`config.mk`:
```
export PLATFORM = sky130hd
export DESIGN_NAME = psram_host_ctrl
export DESIGN_NICKNAME = d
export VERILOG_FILES = /design/src/rtl/psram_host_ctrl.sv
export SDC_FILE = /design/constraint.sdc
export NUM_CORES = 1
export LEC_CHECK = 0
export BUFFER_PORTS_ARGS = -buffer_cell sky130_fd_sc_hd__buf_2
export CORE_AREA = 8 8 72 90
export DETAILED_ROUTE_END_ITERATION = 10
export DIE_AREA = 0 0 80 98
export GPL_ROUTABILITY_DRIVEN = 0
export GPL_TIMING_DRIVEN = 0
export PLACE_DENSITY = 0.81
export SLEW_MARGIN = 20
export SYNTH_ARGS = -nofsm -noshare
export SYNTH_HDL_FRONTEND = slang
export SYNTH_SLANG_ARGS = --single-unit
```
`constraint.sdc`:
```
create_clock -name clk -period 2.97 [get_ports clk]
set_input_delay 0.4455 -clock clk [delete_from_list [all_inputs] [get_ports clk]]
set_output_delay 0.4455 -clock clk [all_outputs]
set_load 0.01 [all_outputs]
```
`src/rtl/psram_host_ctrl.sv`:
```
`timescale 1ns/1ps
module psram_host_ctrl #(
  parameter int CLK_NS   = 10,
  parameter int ADDR_W   = 18,
  parameter int DATA_W   = 16,
  parameter int T_RC_NS  = 55,
  parameter int T_AA_NS  = 55,
  parameter int T_ACE_NS = 55,
  parameter int T_WC_NS  = 55,
  parameter int T_PWE_NS = 40,
  parameter int T_AW_NS  = 45,
  parameter int T_SCE_NS = 45,
  parameter int T_BW_NS  = 50,
  parameter int T_SD_NS  = 25,
  parameter int T_HZ_NS  = 25
) (
  input  logic              clk,
  input  logic              rst_n,
  input  logic              req_valid,
  input  logic              req_write,
  input  logic [ADDR_W-1:0] req_addr,
  input  logic [DATA_W-1:0] req_wdata,
  input  logic [1:0]        req_lanes,
  output logic              req_ack,
  output logic [DATA_W-1:0] rsp_rdata,
  output logic [ADDR_W-1:0] mem_addr,
  output logic              mem_cs_n,
  output logic              mem_cs,
  output logic              mem_we_n,
  output logic              mem_oe_n,
  output logic              mem_ub_n,
  output logic              mem_lb_n,
  output logic [DATA_W-1:0] mem_dq_o,
  output logic              mem_dq_oe,
  input  logic [DATA_W-1:0] mem_dq_i
);

  function automatic int ns2cyc(input int ns);
    int c;
    c = (ns + CLK_NS - 1) / CLK_NS;
    return (c < 1) ? 1 : c;
  endfunction

  function automatic int imax(input int a, input int b);
    return (a > b) ? a : b;
  endfunction

  localparam int LANE  = DATA_W / 2;
  localparam int C_RD  = imax(ns2cyc(T_RC_NS), imax(ns2cyc(T_AA_NS), ns2cyc(T_ACE_NS)));
  localparam int C_WA  = imax(imax(ns2cyc(T_PWE_NS), ns2cyc(T_AW_NS)),
                              imax(ns2cyc(T_SCE_NS), imax(ns2cyc(T_BW_NS), ns2cyc(T_SD_NS))));
  localparam int C_WC  = ns2cyc(T_WC_NS);
  localparam int C_REC = (C_WC > C_WA) ? (C_WC - C_WA) : 1;
  localparam int C_HZ  = ns2cyc(T_HZ_NS);
  localparam int C_MAX = imax(C_RD, imax(C_WA, C_REC));
  localparam int CW    = $clog2(C_MAX + 1);
  localparam int HW    = $clog2(C_HZ + 1);

  typedef enum logic [2:0] {S_IDLE, S_SETUP, S_RD, S_WR, S_REC} state_t;

  state_t            state;
  logic [CW-1:0]     cnt;
  logic [HW-1:0]     hz;
  logic [ADDR_W-1:0] addr_q;
  logic [DATA_W-1:0] wdata_q;
  logic [1:0]        lanes_q;
  logic              wr_q;
  logic [DATA_W-1:0] rd_masked;

  wire active = (state == S_RD) || (state == S_WR);

  assign mem_addr  = addr_q;
  assign mem_dq_o  = wdata_q;
  assign mem_cs_n  = ~active;
  assign mem_cs    = active;
  assign mem_oe_n  = (state != S_RD);
  assign mem_we_n  = (state != S_WR);
  assign mem_lb_n  = ~(active & lanes_q[0]);
  assign mem_ub_n  = ~(active & lanes_q[1]);
  assign mem_dq_oe = (state == S_WR) || (state == S_REC);

  for (genvar g = 0; g < 2; g++) begin : g_lane
    assign rd_masked[g*LANE +: LANE] = lanes_q[g] ? mem_dq_i[g*LANE +: LANE] : '0;
  end

  always_ff @(posedge clk) begin
    if (!rst_n) begin
      state     <= S_IDLE;
      cnt       <= '0;
      hz        <= '0;
      addr_q    <= '0;
      wdata_q   <= '0;
      lanes_q   <= '0;
      wr_q      <= 1'b0;
      req_ack   <= 1'b0;
      rsp_rdata <= '0;
    end else begin
      req_ack <= 1'b0;
      if (hz != '0) hz <= hz - 1'b1;
      case (state)
        S_IDLE: if (req_valid && !req_ack) begin
          addr_q  <= req_addr;
          wdata_q <= req_wdata;
          lanes_q <= req_lanes;
          wr_q    <= req_write;
          if (req_lanes == 2'b00) req_ack <= 1'b1;
          else                    state   <= S_SETUP;
        end
        S_SETUP: if (!(wr_q && hz != '0)) begin
          cnt   <= '0;
          state <= wr_q ? S_WR : S_RD;
        end
        S_RD: if (cnt == CW'(C_RD - 1)) begin
          rsp_rdata <= rd_masked;
          req_ack   <= 1'b1;
          hz        <= HW'(C_HZ);
          state     <= S_IDLE;
        end else cnt <= cnt + 1'b1;
        S_WR: if (cnt == CW'(C_WA - 1)) begin
          cnt   <= '0;
          state <= S_REC;
        end else cnt <= cnt + 1'b1;
        S_REC: if (cnt == CW'(C_REC - 1)) begin
          req_ack <= 1'b1;
          state   <= S_IDLE;
        end else cnt <= cnt + 1'b1;
        default: state <= S_IDLE;
      endcase
    end
  end

  logic [7:0] we_run, oe_off;
  always_ff @(posedge clk) begin
    if (!rst_n) begin
      we_run <= '0;
      oe_off <= 8'hFF;
    end else begin
      we_run <= !mem_we_n ? ((we_run == 8'hFF) ? we_run : we_run + 1'b1) : 8'h00;
      oe_off <= mem_oe_n  ? ((oe_off == 8'hFF) ? oe_off : oe_off + 1'b1) : 8'h00;
    end
  end

  a_r2_addr_hold: assert property (@(posedge clk) disable iff (!rst_n)
    (!mem_cs_n && $past(!rst_n ? 1'b1 : 1'b1)) |-> $stable(mem_addr))
    else $error("a_r2_addr_hold");

  a_r4_we_width: assert property (@(posedge clk) disable iff (!rst_n)
    $rose(mem_we_n) |-> (we_run >= 8'(C_WA)))
    else $error("a_r4_we_width");

  a_r8_turnaround: assert property (@(posedge clk) disable iff (!rst_n)
    $rose(mem_dq_oe) |-> (oe_off >= 8'(C_HZ)))
    else $error("a_r8_turnaround");

  a_r9_strobe_excl: assert property (@(posedge clk) disable iff (!rst_n)
    !mem_we_n |-> mem_oe_n)
    else $error("a_r9_strobe_excl");

  a_r9_no_drive_under_oe: assert property (@(posedge clk) disable iff (!rst_n)
    mem_dq_oe |-> mem_oe_n)
    else $error("a_r9_no_drive_under_oe");

  a_r10_ack_single: assert property (@(posedge clk) disable iff (!rst_n)
    req_ack |=> !req_ack)
    else $error("a_r10_ack_single");

  a_r7_no_lane: assert property (@(posedge clk) disable iff (!rst_n)
    (state == S_IDLE && req_valid && !req_ack && req_lanes == 2'b00) |=> (req_ack && mem_cs_n))
    else $error("a_r7_no_lane");

endmodule

```
==> run metrics <==
status completed; ys async rst share 0; Layout Cells excl Fill 497; worst vdd ir 0.281 mV; combinational fraction of design power 0.139; RSZ-0062 raised after global routing false; initial antenna violation count 0; PortBufs between 100 and 150; syn_area_per_cell 8.10 µm²; # resized after CTS 0; Lkg Pwr 1.50 nW; crit path max fanout 10; CP required between 2 and 3 ns; hold endpoint mem_dq_o[1]; Buf+Inv Stages, Crit Path 3; FP Rows 30; clock latency at the later pin of the worst-skew pair 0.33 ns; Reg clk slew, reported paths around 0.070 ns; clock buffer count from CTS 9; setup slack, reg-to-reg 1.15 ns; pin count of the biggest net entering global routing 11; Final HPWL DP 5420 µm; Final Hold Viols 0; First DRT Iteration DRCs 140; ANT nets after route 0; WS Path Type flip-flop to primary output; CTS tree done; die area 0.00784 mm²; worst-path cell chain buf_4 -> clkbuf_1 -> a21o_1 -> buf_2; Core ar. 0.00518 mm²; Max-Cap Viols 0; Post-Place Cells 482; Sw Ratio 0.244; Largest stage delay, worst path approximately 0.36 ns; cells after synthesis slightly above 300; Yosys warning count 0; die height between 90 and 100 µm; share of cells above drive strength 1 0.337; vias after detailed routing roughly 2,500; worst clock skew 0.00938 ns; R2R cell count 8; Pre-antenna DRT Iters 4; clock power share 0.411; first-pass GRT wire length 11,400 µm; Final Cycle Share 0.646; Reg power frac 0.450; power per cell area 596 mW/mm²; grt ovf 0; reg2reg end rsp_rdata[13]; crit path DAT roughly 1.5 ns; hold depth 3; Cell variety after synth 36; Syn Nets roughly 360; root buf cell clkbuf_8; Rel. slew slack 0.596; number of synthesized flops with an enable pin 0; Synth area leaders dfxtp_1 (50%), nand2_1 (15%), a21oi_1 (12%); R2R Path Start cnt[1]; CTS sink cnt 62; critical hold path startpoint req_wdata[1]; crit path max-delay cell type clkbuf_1; flops & latches, synth 62; f_max approximately 520 MHz; drt total wl 7040 µm; Crit. End Element primary output; # hold bufs at CTS 0; Die Span X 80 µm; setup bufs post-CTS 0; most common cell in the synthesized netlist nand2_1; Routed wire per std cell 14.2 µm; worst hold path type input port to flip-flop; Final Max Tran Viols 0; Net Switching between 0.4 and 0.5 mW; post-synth top area share 0.502; CTS Buffer Depth 2; leading area contributor after synthesis dfxtp_1; Worst-Margin Slew 0.601 ns; dominant synthesized flop cell dfxtp_1; initial core utilization 0.477; top cells by count, synth nand2_1 (96), dfxtp_1 (62), a21oi_1 (60), nand3_1 (17); # DRC 0; final setup vio count 0; GRT Overall Usage 0.180; Net count, final 488; vias in the first global route about 2,500; Power Internal roughly 1.5 mW; Setup crit start kind flip-flop; Via density slightly above 5; io pins 114; crit path time final 1.92 ns; Setup TNS Final 0 ns; cell family with most CP delay buffers and inverters; H-tree depth 3; synthesized area 0.00247 mm²; ANT cells 0; Area Growth Syn to Fin 35.1%; sequential share of the synthesized area 0.502
## worst reg2reg max path, stage by stage (launching register included)
cell      delay, ns
dfxtp_1        0.34
inv_1          0.06
ha_1           0.20
nand4b_1       0.17
or2_1          0.12
buf_2          0.20
buf_1          0.39
nand2_1        0.12
a21oi_1        0.15
## per-stage QoR
| step | area, µm² | setup slack [ns] | util | total power [mW] | hold WS, ns |
|---|---|---|---|---|---|
| floorplan | 2470 | 1.43 | - | 1.07 | 0.446 |
| global placement | 3120 | 1.23 | 0.602 | 1.18 | 0.435 |
| detailed placement | 3120 | 1.16 | 0.602 | 1.19 | 0.444 |
| CTS | 3340 | 1.03 | 0.645 | 2.01 | 0.329 |
| global route | 3340 | 0.926 | 0.645 | 2.08 | 0.347 |
| finish | 3340 | 1.05 | 0.645 | 1.99 | 0.342 |
## kinds of logic after synthesis
kind of cell / count (synthesis) / share of synthesized area
AND/OR/NAND/NOR: 136 / 0.256
AO/OA/AOI/OAI: 75 / 0.168
adder cells (fa/ha/maj): 3 / 0.0152
flip-flops: 62 / 0.502
buffers and inverters: 29 / 0.0592
## layout make-up
class                           count  area (µm²)
Fill cell                         457        1840
Clock buffer                       12         155
Clock inverter                      3        67.6
Sequential cell                    62        1240
Tap cell                           64        80.1
Inverter                            6        22.5
Timing Repair Buffer              113         566
Multi-Input combinational cell    214        1080
Buffer                             23         124
## flip-flops by register name, indices dropped and copies added (netlist names)
register	count
state	3
req_ack	1
cnt	3
hz	2
lanes_q	2
rsp_rdata	16
mem_addr	18
wr_q	1
mem_dq_o	16
## power groups by stage
stage	Sequential, mW	Combinational [mW]	Clock [mW]
floorplan	0.930	0.144	0
global placement	0.911	0.272	0
detailed placement	0.914	0.279	0
CTS	0.895	0.280	0.833
global route	0.900	0.307	0.871
finish	0.895	0.277	0.818
## routing by layer
metal | track usage | wire, µm | vias up
met5 | 0 | 0 | -
met1 | 0.174 | 2710 | 1146
met4 | 0.107 | 130 | 0
met3 | 0.0524 | 579 | 10
met2 | 0.323 | 3620 | 80
li1 | - | - | 1263
## worst max-delay path by stage
stage,startpoint,to,slack (ns),depth (start not counted)
after global routing,state[0],mem_we_n,0.93,4
after floorplan,cnt[0],cnt[0],1.43,6
final,state[0],mem_dq_oe,1.05,4
after CTS,state[0],mem_dq_oe,1.03,4
after detailed placement,cnt[1],rsp_rdata[13],1.16,8
after global placement,req_valid,lanes_q[1],1.23,7
## placed cells by master (no fill, tap or decap), types with 3 or more instances in the layout
master	n
a21oi_1	60
buf_2	122
buf_6	3
clkbuf_1	10
clkbuf_8	11
dfxtp_1	62
ha_1	3
inv_1	5
nand2_1	96
nand2b_1	3
nand3_1	17
o21ai_0	4
No activity file was read; power rests on OpenSTA's default activity.
